[src/rtl/rtc_alarm_pkg.sv]
package rtc_alarm_pkg;
  localparam int NUM_FIELDS = 6;
  localparam int DATA_W     = 8;
  localparam int ADDR_W     = 4;

  localparam int ADDR_STATUS = 6;
  localparam int ADDR_CTRL   = 7;

  localparam int ARM_BIT       = 7;
  localparam int STAT_AUTO_BIT = 7;
  localparam int STAT_FLAG_BIT = 0;
  localparam int CTRL_PULSE_BIT = 0;
  localparam int CTRL_FSEL_BIT  = 1;

  // A field agrees when it is not armed, or when its value bits equal the time.
  function automatic logic field_agrees(input logic [DATA_W-1:0] alarm_b,
                                        input logic [DATA_W-1:0] time_b);
    return !alarm_b[ARM_BIT] || (alarm_b[ARM_BIT-1:0] == time_b[ARM_BIT-1:0]);
  endfunction

  function automatic logic field_armed(input logic [DATA_W-1:0] alarm_b);
    return alarm_b[ARM_BIT];
  endfunction
endpackage

[src/rtl/alarm_regfile.sv]
module alarm_regfile
  import rtc_alarm_pkg::*;
#(
  parameter int NF = NUM_FIELDS,
  parameter int DW = DATA_W,
  parameter int AW = ADDR_W
) (
  input  logic                  clk,
  input  logic                  rst_n,
  input  logic                  wr,
  input  logic [AW-1:0]         addr,
  input  logic [DW-1:0]         wdata,
  output logic [NF-1:0][DW-1:0] alarm_bytes,
  output logic                  pulse_mode,
  output logic                  fout_sel
);
  for (genvar g = 0; g < NF; g++) begin : g_byte
    always_ff @(posedge clk or negedge rst_n) begin
      if (!rst_n)                          alarm_bytes[g] <= '0;
      else if (wr && addr == AW'(g))       alarm_bytes[g] <= wdata;
    end
  end

  always_ff @(posedge clk or negedge rst_n) begin
    if (!rst_n) begin
      pulse_mode <= 1'b0;
      fout_sel   <= 1'b0;
    end else if (wr && addr == AW'(ADDR_CTRL)) begin
      pulse_mode <= wdata[CTRL_PULSE_BIT];
      fout_sel   <= wdata[CTRL_FSEL_BIT];
    end
  end
endmodule

[src/rtl/alarm_match.sv]
module alarm_match
  import rtc_alarm_pkg::*;
#(
  parameter int NF = NUM_FIELDS,
  parameter int DW = DATA_W
) (
  input  logic                  clk,
  input  logic                  rst_n,
  input  logic [NF-1:0][DW-1:0] alarm_bytes,
  input  logic [NF-1:0][DW-1:0] time_bytes,
  input  logic                  tick,
  output logic                  any_armed,
  output logic                  hit
);
  logic [NF-1:0] agree;
  logic [NF-1:0] armed;

  for (genvar g = 0; g < NF; g++) begin : g_cmp
    assign agree[g] = field_agrees(alarm_bytes[g], time_bytes[g]);
    assign armed[g] = field_armed(alarm_bytes[g]);
  end

  assign any_armed = |armed;
  assign hit       = tick && any_armed && (&agree);

  // nothing armed means no event
  a_r4_unarmed_silent: assert property (@(posedge clk) disable iff (!rst_n)
    !any_armed |-> !hit);
  // events only on the second strobe
  a_r5_tick_only: assert property (@(posedge clk) disable iff (!rst_n)
    !tick |-> !hit);
endmodule

[src/rtl/alarm_flag.sv]
module alarm_flag
  import rtc_alarm_pkg::*;
#(
  parameter int DW = DATA_W
) (
  input  logic          clk,
  input  logic          rst_n,
  input  logic          hit,
  input  logic          st_wr,
  input  logic          st_rd,
  input  logic [DW-1:0] wdata,
  output logic          flag,
  output logic          auto_clr
);
  logic sw_clear;
  logic rd_clear;

  assign sw_clear = st_wr && !wdata[STAT_FLAG_BIT];
  assign rd_clear = st_rd && auto_clr;

  always_ff @(posedge clk or negedge rst_n) begin
    if (!rst_n) begin
      flag     <= 1'b0;
      auto_clr <= 1'b0;
    end else begin
      if (st_wr) auto_clr <= wdata[STAT_AUTO_BIT];
      if (hit)                       flag <= 1'b1;
      else if (sw_clear || rd_clear) flag <= 1'b0;
    end
  end

  // a hit always leaves the flag set
  a_r3_hit_sets_flag: assert property (@(posedge clk) disable iff (!rst_n)
    hit |=> flag);
  // software never raises the flag
  a_r8_only_hw_sets: assert property (@(posedge clk) disable iff (!rst_n)
    $rose(flag) |-> $past(hit));
  // clearing write empties the flag
  a_r8_write_clears: assert property (@(posedge clk) disable iff (!rst_n)
    (st_wr && !wdata[STAT_FLAG_BIT] && !hit) |=> !flag);
  // auto-clear read empties the flag
  a_r9_read_clears: assert property (@(posedge clk) disable iff (!rst_n)
    (st_rd && auto_clr && !hit) |=> !flag);
endmodule

[src/rtl/alarm_irq.sv]
module alarm_irq #(
  parameter int PULSE_LEN = 4
) (
  input  logic clk,
  input  logic rst_n,
  input  logic hit,
  input  logic flag,
  input  logic pulse_mode,
  input  logic fout_sel,
  output logic irq_n,
  output logic pulse_active
);
  localparam int CW = $clog2(PULSE_LEN + 1);

  logic [CW-1:0] remain;

  always_ff @(posedge clk or negedge rst_n) begin
    if (!rst_n)              remain <= '0;
    else if (hit)            remain <= CW'(PULSE_LEN);
    else if (remain != '0)   remain <= remain - CW'(1);
  end

  assign pulse_active = (remain != '0);

  always_comb begin
    if (fout_sel)        irq_n = 1'b1;
    else if (pulse_mode) irq_n = !pulse_active;
    else                 irq_n = !flag;
  end

  // each hit reloads the full pulse length
  a_r7_reload: assert property (@(posedge clk) disable iff (!rst_n)
    hit |=> remain == CW'(PULSE_LEN));
  // the pulse counts down one per cycle
  a_r7_countdown: assert property (@(posedge clk) disable iff (!rst_n)
    (remain != '0 && !hit) |=> remain == $past(remain) - CW'(1));
  // never beyond the pulse length
  a_r7_bounded: assert property (@(posedge clk) disable iff (!rst_n)
    remain <= CW'(PULSE_LEN));
endmodule

[src/rtl/rtc_alarm_irq.sv]
module rtc_alarm_irq
  import rtc_alarm_pkg::*;
#(
  parameter int PULSE_LEN = 4
) (
  input  logic                clk,
  input  logic                rst_n,
  input  logic                reg_wr,
  input  logic                reg_rd,
  input  logic [ADDR_W-1:0]   reg_addr,
  input  logic [DATA_W-1:0]   reg_wdata,
  output logic [DATA_W-1:0]   reg_rdata,
  input  logic [DATA_W-1:0]   tm_sec,
  input  logic [DATA_W-1:0]   tm_min,
  input  logic [DATA_W-1:0]   tm_hour,
  input  logic [DATA_W-1:0]   tm_date,
  input  logic [DATA_W-1:0]   tm_month,
  input  logic [DATA_W-1:0]   tm_dow,
  input  logic                sec_tick,
  output logic                irq_n
);
  logic [NUM_FIELDS-1:0][DATA_W-1:0] alarm_bytes;
  logic [NUM_FIELDS-1:0][DATA_W-1:0] time_bytes;
  logic pulse_mode, fout_sel, any_armed, hit, flag, auto_clr, pulse_active;
  logic st_wr, st_rd;

  assign time_bytes = {tm_dow, tm_month, tm_date, tm_hour, tm_min, tm_sec};
  assign st_wr = reg_wr && reg_addr == ADDR_W'(ADDR_STATUS);
  assign st_rd = reg_rd && reg_addr == ADDR_W'(ADDR_STATUS);

  alarm_regfile #(.NF(NUM_FIELDS), .DW(DATA_W), .AW(ADDR_W)) u_regs (
    .clk(clk), .rst_n(rst_n), .wr(reg_wr), .addr(reg_addr), .wdata(reg_wdata),
    .alarm_bytes(alarm_bytes), .pulse_mode(pulse_mode), .fout_sel(fout_sel));

  alarm_match #(.NF(NUM_FIELDS), .DW(DATA_W)) u_match (
    .clk(clk), .rst_n(rst_n), .alarm_bytes(alarm_bytes), .time_bytes(time_bytes),
    .tick(sec_tick), .any_armed(any_armed), .hit(hit));

  alarm_flag #(.DW(DATA_W)) u_flag (
    .clk(clk), .rst_n(rst_n), .hit(hit), .st_wr(st_wr), .st_rd(st_rd),
    .wdata(reg_wdata), .flag(flag), .auto_clr(auto_clr));

  alarm_irq #(.PULSE_LEN(PULSE_LEN)) u_irq (
    .clk(clk), .rst_n(rst_n), .hit(hit), .flag(flag), .pulse_mode(pulse_mode),
    .fout_sel(fout_sel), .irq_n(irq_n), .pulse_active(pulse_active));

  always_comb begin
    reg_rdata = '0;
    for (int i = 0; i < NUM_FIELDS; i++)
      if (reg_addr == ADDR_W'(i)) reg_rdata = alarm_bytes[i];
    if (reg_addr == ADDR_W'(ADDR_STATUS)) begin
      reg_rdata[STAT_AUTO_BIT] = auto_clr;
      reg_rdata[STAT_FLAG_BIT] = flag;
    end
    if (reg_addr == ADDR_W'(ADDR_CTRL)) begin
      reg_rdata[CTRL_PULSE_BIT] = pulse_mode;
      reg_rdata[CTRL_FSEL_BIT]  = fout_sel;
    end
  end

  // latched mode pin mirrors the flag
  a_r6_latched_pin: assert property (@(posedge clk) disable iff (!rst_n)
    (!pulse_mode && !fout_sel) |-> (irq_n == !flag));
  // frequency-output select keeps the alarm off the pin
  a_r10_fsel_quiet: assert property (@(posedge clk) disable iff (!rst_n)
    fout_sel |-> irq_n);
  // pulsed mode pin follows the pulse window
  a_r7_pulse_pin: assert property (@(posedge clk) disable iff (!rst_n)
    (pulse_mode && !fout_sel) |-> (irq_n == !pulse_active));
endmodule

[config.mk]
export PLATFORM = sky130hd
export DESIGN_NAME = rtc_alarm_irq
export DESIGN_NICKNAME = d
export VERILOG_FILES = /design/src/rtl/rtc_alarm_pkg.sv /design/src/rtl/alarm_regfile.sv /design/src/rtl/alarm_match.sv /design/src/rtl/alarm_flag.sv /design/src/rtl/alarm_irq.sv /design/src/rtl/rtc_alarm_irq.sv
export SDC_FILE = /design/constraint.sdc
export NUM_CORES = 1
export LEC_CHECK = 0
export BUFFER_PORTS_ARGS = -buffer_cell sky130_fd_sc_hd__buf_2
export CORE_ASPECT_RATIO = 0.9
export CORE_UTILIZATION = 59
export DETAILED_ROUTE_END_ITERATION = 16
export PLACE_DENSITY_LB_ADDON = 0.05
export SKIP_LAST_GASP = 1
export SLEW_MARGIN = 20
export SYNTH_ARGS = -nofsm -noshare
export SYNTH_HDL_FRONTEND = slang
export SYNTH_SLANG_ARGS = --single-unit
[constraint.sdc]
create_clock -name clk -period 4.95 [get_ports clk]
set_input_delay 1.2375 -clock clk [delete_from_list [all_inputs] [get_ports clk]]
set_output_delay 1.2375 -clock clk [all_outputs]
set_load 0.005 [all_outputs]
## After elaboration in Yosys (flattened, before gate mapping)

Index checks and enable logic that the tools add are counted.

| word-level totals | value |
|---|---|
| bits in registers | 55 |
| input port bits | 65 |
| output and inout port bits | 9 |
| logic and storage cells | 75 |

| operators by class | value |
|---|---|
| add/subtract/negate cells | 1 |
| equality and inequality tests | 13 |
| mux-type cells | 15 |
| reductions and logical operators | 35 |

Operators by type and width:

| cell | count |
|---|---|
| $mux W8 | 6 |
| $eq A7 B7 Y1 | 6 |
| $eq A4 B3 Y1 const B | 4 |
| $logic_and A1 B1 Y1 | 13 |
| $logic_not A1 Y1 | 9 |
| $eq A4 B2 Y1 const B | 2 |
| $logic_or A1 B1 Y1 | 7 |
| $mux W1 | 6 |
| $mux W3 | 2 |
| $reduce_and A6 Y1 | 1 |
| $reduce_or A6 Y1 | 1 |
| $eq A4 B1 Y1 const B | 1 |
| $logic_not A4 Y1 | 1 |
| $reduce_bool A2 Y1 | 2 |
| $reduce_bool A3 Y1 | 1 |
| $sub A3 B1 Y3 const B | 1 |
| $mux W2 | 1 |

## Longest topological paths before layout

Gate-level depths: netlist of run 1.

| depth | value |
|---|---|
| depth after elaboration | 9 |
| depth in mapped cells | 6 |

## Modules after synthesis

From an unflattened synthesis of run 1, not the netlist that was laid out.

| second synthesis, totals | value |
|---|---|
| cells, all modules | 284 |
| area total of the unflattened synthesis | 3355.7 um^2 |

Modules (own cells, without submodules):

| module | instances | cells an instance | area each (um^2) |
|---|---|---|---|
| alarm_regfile | 1 | 113 | 1940.6 |
| rtc_alarm_irq | 1 | 85 | 611.8 |
| alarm_match | 1 | 61 | 518.0 |
| alarm_irq | 1 | 19 | 201.4 |
| alarm_flag | 1 | 6 | 83.8 |

## Least setup slack after synthesis of run 1

OpenSTA, ideal clock, no wires.

| timing path | value |
|---|---|
| kind | input-to-output |
| start | in reg_addr[0] |
| end | out reg_rdata[2] |
| arrival time | 2.136 ns |
| required time | 3.713 ns |
| slack | 1.577 ns |
| stages on the path | 4 |
| path through | buf_6 mux4_1 mux2i_1 nor2_1 |

| on the way | value |
|---|---|
| cells in the longest elaborated chain, start to end | 7 |

RTL lines:

| what | RTL line | text |
|---|---|---|
| start, declared | rtc_alarm_irq.sv:10 | `input logic [ADDR_W-1:0] reg_addr,` |
| $logic_not A4 Y1 | rtc_alarm_irq.sv:50 | `if (reg_addr == ADDR_W'(i)) reg_rdata = alarm_bytes[i];` |
| $mux W8 (5 in series) | rtc_alarm_irq.sv:50 |  |
| $mux W8 (*) | rtc_alarm_irq.sv:50 |  |
| end, declared | rtc_alarm_irq.sv:12 | `output logic [DATA_W-1:0] reg_rdata,` |

Every way passes the cells marked *; elsewhere a longest branch is shown, timed or not.

## Worst setup path in the final report of run 1

| timing path | value |
|---|---|
| start | in reg_addr[0] |
| end | out reg_rdata[3] |

Same word-level chain as after synthesis.

==> flow_summary_export.csv, run 1 <==
group,metric,value,unit
die,design.core.area,5320,um2
clock_network,cts-resized-gates,0,
clock_network,cts_tree,"done",
pwr,p_int,0.972,mW
finish,antenna_cells,0,
clock_network,cts_setup_buffers,0,
worst_setup_path,cp.arrival,2.78,ns
place,dpl.cell_count,379,
place,numPortBuffers,67,
global_route,grt_pass1_vias,2229,
timing,worst_slack,0.937,ns
synth,ys.flop_type,"dfrtp_1",
pwr,ir_worst_vdd,0.229,mV
clock_network,cts_made_buffers,5,
global_route,gr-usage-met3,0.0500,
worst_setup_path,reg2reg_depth,5,
synth,yosysMostFrequentCell,"dfrtp_1",
drt,drt_iter0_drc,123,
place,place_hpwl,5.61,mm
clock_network,clock_sinks,55,
timing,setup_viol,0,
timing,skew,0.00728,ns
status,outcome,"complete, no violations",
worst_setup_path,timing.rr.start,"u_regs.alarm_bytes[45]",
drt,vias,2289,
die,io_pins,74,
place,place.gp.congestion,0.844,
synth,ys_seq_area_frac,0.419,
global_route,grt_max_degree,56,
pwr,leakage,1.73,nW
drt,viasPerCell,5.91,
hold_path,hp-start,"u_regs.fout_sel",
synth,synth_top_area_cell,"dfrtp_1",
clock_network,cts_hold_buf,0,
place,placed_area,3610,um2
drt,detail_route.wl_per_cell,19.6,um
global_route,top_usage_layer,"met2",
global_route,met2_usage,0.460,
drt,ant_nets,0,
synth,ys_async_sr_fraction,1.00,
worst_setup_path,endpoint_kind,"output pin",
hold_path,min_path_cells,1,
die,start_util,0.617,
pwr,p_seq_frac,0.468,
clock_network,root_buffer,"clkbuf_8",
worst_setup_path,start_kind,"input pin",
clock_network,clk_pin_slew,0.10,ns
worst_setup_path,cp.required,3.71,ns
timing,timing.final.crit_share,0.811,
clock_network,clock_latency,0.31,ns
die,fp.dieW,80.6,um
global_route,grt_usage,0.282,
pwr,p_sw,0.443,mW
synth,synth.distinct_cells,41,
clock_network,htreeDepth,2,
global_route,grt_overflow,0,
finish,final_layout_size_suffix_gt1_frac,0.444,
synth,synthTopCellsByArea,"dfrtp_1, mux2_2, xor2_1, xnor2_1, mux4_2",
worst_setup_path,cp_slowest_stage_delay,0.67,ns
synth,syn_avg_cell_area,13.0,um2
place,place_ws,0.957,ns
timing,hold_viol_final,0,
worst_setup_path,r2r_setup_slack,3.15,ns
timing,worst_pin_slew,0.676,ns
die,die-area,5870,um2
synth,synth_fp_nets,319,
finish,fin_area,3730,um2
hold_path,min_path_type,"flop to flop",
worst_setup_path,cp_top_family,"multiplexers",
worst_setup_path,worst-setup-path-type,"input pin to output pin",
pwr,p_clk_frac,0.221,
timing,clock.fmax,249,MHz
drt,post-route-drc-count,0,
pwr,p_per_area,380,nW/um2
flow_run,cap_violations,0,
clock_network,cts_buffer_depth,2,
timing,rsz0062_at_grt,"no",
finish,syn2layout_area_growth,13.6,%
timing,fin_tns_setup,0,ns
timing,fin_crit,4.01,ns
global_route,antenna_found_initial,0,
worst_setup_path,cp_common_cell,"buf_2",
synth,yosysWarnings,0,
global_route,grt_pass1_wl,11.8,mm
worst_setup_path,crit_fanout,20,
worst_setup_path,startpoint,"reg_addr[0]",
synth,synth.cells.most_frequent,"dfrtp_1, mux2_2, xor2_1",
synth,synth_edf_count,0,
die,rows,25,
synth,ys_ff_latch,55,
synth,syn_inst,252,
pwr,switching_share,0.313,
drt,first_pass_iters,4,
worst_setup_path,path_buf_inv,2,
die,fp.dieH,72.8,um
synth,synth.top_cell.area_share,0.419,
worst_setup_path,cp_cell_sequence,"buf_2, mux4_1, nand2_1, o21ai_0, buf_2",
worst_setup_path,crit_path_top_delay_cell,"mux4_1",
pwr,comb_power_share,0.310,
timing,relSlewSlack,0.543,
synth,syn-cell-area,3280,um2
hold_path,hold_path_end,"u_regs.fout_sel",
worst_setup_path,r2r-end,"u_irq.remain[1]",
global_route,grtUsageMet1,0.393,
finish,nets,386,
drt,finalWirelength,7.58,mm
finish,fin_cells,387,
timing,finalMaxSlewViolations,0,
==> sequential cells by signal, summed over array words and instances (netlist names) <==
name / count
u_flag.auto_clr: 1
u_flag.flag: 1
u_irq.remain: 3
u_regs.alarm_bytes: 48
u_regs.fout_sel: 1
u_regs.pulse_mode: 1
==> cell type report <==
class	count	area [um2]
Clock buffer	6	82.6
Clock inverter	2	35.0
Fill cell	428	1590
Inverter	3	11.3
Multi-Input combinational cell	186	1800
Sequential cell	55	1380
Tap cell	67	83.8
Timing Repair Buffer	68	343
==> layout by cell type (no fill, tap or decap), drive strengths merged, types with 2 or more instances in the layout <==
cell type  count
a21oi          4
a22o           3
buf           68
clkbuf         6
dfrtp         55
ha             2
inv            3
mux2          48
mux2i         11
mux4           9
nand2         10
nand3          3
nand3b         2
nand4          6
nor2          15
nor2b          3
nor3           2
o21ai         10
o41ai          5
xnor2         21
xor2          22
==> cells by family after synthesis <==
logic type	Yosys count	share of synthesized area
fa+ha+maj	2	0.00762
mux	68	0.271
flops	55	0.419
xor+xnor	43	0.115
compound gates	25	0.0496
buf+inv	11	0.0332
simple gates	48	0.104
==> worst max-delay path by stage <==
stage | cells after the start | slack, ns | to
2_1_floorplan | 4 | 1.58 | reg_rdata[2]
3_5_place_dp | 5 | 0.96 | reg_rdata[3]
3_3_place_gp | 5 | 0.96 | reg_rdata[3]
5_1_grt | 5 | 0.85 | reg_rdata[2]
4_1_cts | 5 | 0.95 | reg_rdata[3]
6_report | 5 | 0.94 | reg_rdata[3]
==> worst register-to-register path, cell delays in order, from the launching register on <==
cell,delay (ns)
dfrtp_1,0.42
xnor2_1,0.16
nand4_1,0.13
o41ai_1,0.58
and4_1,0.32
a21oi_1,0.08
==> metal layers <==
metal,wire [um],share of wire,vias to the layer above
met2,3680,0.49,81
met5,0,0,-
met3,386,0.051,6
met4,73,0.0096,0
li1,-,-,1055
met1,3440,0.45,1147
==> through the flow <==
stage               power [mW]  hold WS, ns  utilization
global placement          1.09        0.516        0.679
floorplan                0.969        0.486            -
finish                    1.42        0.543        0.701
detailed placement        1.11        0.525        0.679
global route              1.50        0.573        0.701
CTS                       1.42        0.548        0.701
==> power by group through the flow <==
stage | Sequential, mW | Combinational [mW] | Clock, mW
final | 0.663 | 0.439 | 0.313
after global routing | 0.682 | 0.482 | 0.335
after CTS | 0.663 | 0.442 | 0.319
after detailed placement | 0.671 | 0.439 | 0
after global placement | 0.668 | 0.425 | 0
after floorplan | 0.642 | 0.327 | 0
Power figures use the tool's default switching activity.
==> run 2, diff against run 1 <==
--- a/config.mk
+++ b/config.mk
@@ -7,7 +7,7 @@
 export LEC_CHECK = 0
 export BUFFER_PORTS_ARGS = -buffer_cell sky130_fd_sc_hd__buf_2
 export CORE_ASPECT_RATIO = 0.9
-export CORE_UTILIZATION = 59
+export CORE_UTILIZATION = 54
 export DETAILED_ROUTE_END_ITERATION = 16
 export PLACE_DENSITY_LB_ADDON = 0.05
 export SKIP_LAST_GASP = 1
==> constraint.sdc (replaced) <==
create_clock -name clk -period 3.95 [get_ports clk]
set_input_delay 0.9875 -clock clk [delete_from_list [all_inputs] [get_ports clk]]
set_output_delay 0.9875 -clock clk [all_outputs]
set_load 0.005 [all_outputs]
==> flow_summary_export.csv, run 2 (synthesis gave the netlist of run 1 again) <==
group,metric,value,unit
drt,finalWirelength,7.50,mm
global_route,grt_overflow,0,
die,io_pins,74,
worst_setup_path,cp.arrival,2.50,ns
timing,worst_pin_slew,0.774,ns
clock_network,cts_made_buffers,5,
finish,largest_register_ffs,48,
worst_setup_path,crit_fanout,20,
finish,fillCellCount,487,
worst_setup_path,endpoint_kind,"output pin",
clock_network,clock_sinks,55,
die,fp.dieW,84.2,um
pwr,ir_worst_vdd,0.253,mV
pwr,p_per_area,458,nW/um2
drt,post-route-drc-count,10,
clock_network,clock_latency,0.32,ns
finish,fin_util,0.644,
place,placed_area,3610,um2
timing,finalMaxSlewViolations,0,
timing,rsz0062_at_grt,"no",
die,fp.dieH,76.0,um
clock_network,root_buffer,"clkbuf_8",
clock_network,cts_tree,"done",
drt,detail_route.wl_per_cell,19.2,um
global_route,antenna_found_initial,0,
finish,mostFrequentLayoutCell,"buf_2",
drt,viasPerCell,5.65,
finish,multi_input_area,1800,um2
die,design.core.area,5760,um2
clock_network,cts_hold_buf,0,
global_route,grt_pass1_vias,2201,
worst_setup_path,reg2reg_depth,5,
timing,hold_viol_final,0,
hold_path,min_path_cells,2,
worst_setup_path,start_kind,"input pin",
timing,fin_tns_setup,0,ns
global_route,grt_max_degree,35,
place,dpl.cell_count,382,
timing,timing.final.crit_share,0.883,
pwr,leakage,1.71,nW
drt,first_pass_iters,10,
clock_network,htreeDepth,2,
timing,setup_viol,0,
place,place_hpwl,5.72,mm
hold_path,min_path_type,"flop to flop",
finish,nets,386,
die,start_util,0.570,
timing,clock.fmax,287,MHz
status,violations,"DRC",
finish,fin_cells,390,
place,numPortBuffers,67,
finish,syn2layout_area_growth,12.9,%
clock_network,cts-resized-gates,0,
place,place.gp.congestion,0.900,
clock_network,cts_setup_buffers,0,
clock_network,clk_pin_slew,0.09,ns
status,outcome,"finished with violations",
finish,antenna_cells,0,
timing,skew,0.0168,ns
drt,vias,2202,
worst_setup_path,cp.required,2.96,ns
pwr,power,1.70,mW
flow_run,cap_violations,0,
finish,fin_area,3710,um2
finish,reg_top3,"u_regs.alarm_bytes (48), u_irq.remain (3)",
global_route,grt_usage,0.247,
global_route,grt_pass1_wl,11.7,mm
finish,register_area,1380,um2
die,rows,26,
drt,ant_nets,0,
drt,drt_iter0_drc,126,
worst_setup_path,worst-setup-path-type,"input pin to output pin",
die,die-area,6390,um2
timing,relSlewSlack,0.484,
finish,final_layout_size_suffix_gt1_frac,0.444,
finish,layout_common_cells,"buf_2, dfrtp_1, mux2_2",
finish,top_register,"u_regs.alarm_bytes",
timing,fin_crit,3.49,ns
clock_network,cts_buffer_depth,2,
-- run 2: cell count changes in the layout (fill, tap and decap cells not counted) --
cell,change
clkinv_4,+1
bufinv_16,-1
clkbuf_8,-1
inv_6,+1
-- run 2: path summary, 6_finish.rpt --
check / from / to / slack, ns
setup / recovery: reg_addr[0] / reg_rdata[4] / 0.46
hold / removal: u_irq.remain[2] / u_irq.remain[2] / 0.55
setup reg to reg: u_regs.alarm_bytes[45] / u_flag.flag / 2.24
hold reg to reg: u_irq.remain[2] / u_irq.remain[2] / 0.55
max in group asynchronous: rst_n / u_regs.alarm_bytes[32] / 2.42
min in group asynchronous: rst_n / u_irq.remain[1] / 0.73
-- run 2: layer usage --
layer  track usage  up-vias  wire [um]
li1              -     1051          -
met3        0.0414        7        394
met4        0.0569        0         70
met2         0.376       68       3350
met1         0.369     1076       3680
met5             0        -          0
-- run 2: stage by stage --
| stage | hold slack [ns] | setup slack [ns] |
|---|---|---|
| 2_1_floorplan | 0.486 | 1.08 |
| 3_3_place_gp | 0.510 | 0.462 |
| 3_5_place_dp | 0.527 | 0.456 |
| 4_1_cts | 0.550 | 0.455 |
| 5_1_grt | 0.575 | 0.358 |
| 6_report | 0.548 | 0.462 |
-- run 2: report_power, final --
part	switching, mW	internal [mW]
clock network	0.198	0.128
registers	0.129	0.705
logic	0.232	0.307
-- run 2: critical path, cell delays in order --
cell	delay [ns]
buf_2	0.51
mux4_2	0.63
mux2i_1	0.15
nor2_1	0.06
buf_2	0.14
-- run 2: cell type report --
| class | instances | area share |
|---|---|---|
| clock buffer | 5 | 0.0186 |
| tap | 70 | 0.0236 |
| inverter | 3 | 0.00304 |
| sequential | 55 | 0.371 |
| timing repair buffer | 68 | 0.0925 |
| clock inverter | 3 | 0.00608 |
| multi-input combinational | 186 | 0.485 |
==> run 3, diff against run 2 <==
--- a/config.mk
+++ b/config.mk
@@ -10,6 +10,7 @@
 export CORE_UTILIZATION = 54
 export DETAILED_ROUTE_END_ITERATION = 16
 export PLACE_DENSITY_LB_ADDON = 0.05
+export REMOVE_ABC_BUFFERS = 1
 export SKIP_LAST_GASP = 1
 export SLEW_MARGIN = 20
 export SYNTH_ARGS = -nofsm -noshare
==> flow_summary_export.csv, run 3 (synthesis gave the netlist of run 1 again) <==
group,metric,value,unit
place,numPortBuffers,67,
finish,largest_register_ffs,48,
timing,relSlewSlack,0.544,
global_route,grt_max_degree,30,
pwr,p_seq_frac,0.494,
drt,routed-wl-met2,3.56,mm
pwr,leakage,1.71,nW
global_route,grt_usage,0.250,
die,rows,26,
die,io_pins,74,
clock_network,cts-resized-gates,0,
worst_setup_path,cp.required,2.96,ns
worst_setup_path,endpoint_kind,"output pin",
timing,fin_crit,3.40,ns
global_route,grt_overflow,0,
finish,register_area,1380,um2
drt,ant_nets,0,
timing,clock.fmax,294,MHz
timing,finalMaxSlewViolations,0,
clock_network,cts_hold_buf,0,
flow_run,cap_violations,0,
drt,viasPerCell,5.77,
pwr,p_per_area,456,nW/um2
worst_setup_path,startpoint,"reg_addr[0]",
clock_network,cts_made_buffers,5,
drt,met3_length,336,um
finish,layout_common_cells,"buf_2, dfrtp_1, mux2_2",
drt,drt_iter0_drc,135,
place,place.gp.congestion,0.848,
worst_setup_path,cp.arrival,2.41,ns
clock_network,root_buffer,"clkbuf_8",
pwr,p_int,1.14,mW
timing,setup_viol,0,
drt,drt-met1-wl,3.48,mm
finish,reg_top3,"u_regs.alarm_bytes (48), u_irq.remain (3)",
timing,rsz0062_at_grt,"no",
worst_setup_path,reg2reg_depth,5,
timing,skew,0.00726,ns
finish,antenna_cells,0,
worst_setup_path,start_kind,"input pin",
drt,vias,2257,
status,outcome,"finished with violations",
drt,first_pass_iters,10,
worst_setup_path,worst-setup-path-type,"input pin to output pin",
pwr,comb_power_share,0.318,
finish,syn2layout_area_growth,13.0,%
clock_network,cts_buffer_depth,2,
place,place_hpwl,5.65,mm
clock_network,clock_sinks,55,
pwr,p_sw,0.553,mW
timing,worst_slack,0.553,ns
clock_network,cts_tree,"done",
place,place_ws,0.541,ns
drt,finalWirelength,7.45,mm
finish,fillCellCount,495,
worst_setup_path,crit_fanout,15,
finish,top_register,"u_regs.alarm_bytes",
timing,worst_pin_slew,0.684,ns
hold_path,min_path_type,"flop to flop",
finish,nets,387,
global_route,antenna_found_initial,0,
finish,mostFrequentLayoutCell,"buf_2",
die,start_util,0.570,
clock_network,clock_latency,0.31,ns
worst_setup_path,r2r_setup_slack,2.18,ns
global_route,grt_pass1_vias,2147,
worst_setup_path,crit_path_end,"reg_rdata[1]",
die,fp.dieH,76.0,um
clock_network,clk_pin_slew,0.10,ns
pwr,ir_worst_vdd,0.280,mV
timing,fin_tns_setup,0,ns
die,fp.dieW,84.2,um
drt,post-route-drc-count,12,
status,violations,"DRC",
timing,timing.final.crit_share,0.860,
finish,final_layout_size_suffix_gt1_frac,0.442,
die,die-area,6390,um2
pwr,switching_share,0.327,
worst_setup_path,timing.rr.start,"u_regs.alarm_bytes[40]",
clock_network,cts_setup_buffers,0,
worst_setup_path,r2r-end,"u_irq.remain[0]",
finish,multi_input_area,1800,um2
drt,top_layer_used,"met4",
die,design.core.area,5760,um2
global_route,grt_pass1_wl,11.8,mm
drt,detail_route.wl_per_cell,19.1,um
pwr,p_clk_frac,0.188,
timing,hold_viol_final,0,
clock_network,htreeDepth,2,
-- run 3: power by group through the flow --
stage               Combinational, mW  Sequential [mW]  Clock (mW)
finish                          0.537            0.835       0.318
detailed placement              0.539            0.847           0
global route                    0.597            0.856       0.344
CTS                             0.542            0.834       0.319
global placement                0.531            0.840           0
floorplan                       0.389            0.805           0
-- run 3: critical path, stage by stage --
cell and delay (ns):
buf_2 0.44, mux4_2 0.60, mux2i_1 0.14, nor2_1 0.08, buf_2 0.14
-- run 3: cell type report --
cell class	instances	area share
multi-input cells	186	0.485
flip-flops and latches	55	0.371
repair buffers	69	0.0945
well taps	70	0.0236
clock buffers	6	0.0196
clock inverters	2	0.00337
inverters	3	0.00304
-- run 3: metrics by stage --
stage / std cells / power [mW] / utilization / hold slack [ns] / instance area (um2)
finish: 391 / 1.69 / 0.644 / 0.549 / 3710
global route: 391 / 1.80 / 0.644 / 0.578 / 3710
CTS: 391 / 1.70 / 0.644 / 0.547 / 3710
detailed placement: 383 / 1.39 / 0.629 / 0.525 / 3620
global placement: 383 / 1.37 / 0.629 / 0.509 / 3620
floorplan: 244 / 1.19 / - / 0.486 / 3180
-- run 3: metal layers --
metal  vias to the layer above  GRT usage
met5                         -          0
met4                         0     0.0586
met3                        10     0.0359
met2                        77      0.389
met1                      1113      0.370
li1                       1057          -
-- run 3: worst min path at each step --
stage,start,to,cells after the start
after floorplan,u_regs.alarm_bytes[32],u_regs.alarm_bytes[32],2
after global placement,u_regs.alarm_bytes[32],u_regs.alarm_bytes[32],2
after detailed placement,u_flag.auto_clr,u_flag.auto_clr,1
after CTS,u_flag.auto_clr,u_flag.auto_clr,1
after global routing,u_regs.alarm_bytes[25],u_regs.alarm_bytes[25],1
final,u_irq.remain[2],u_irq.remain[2],2
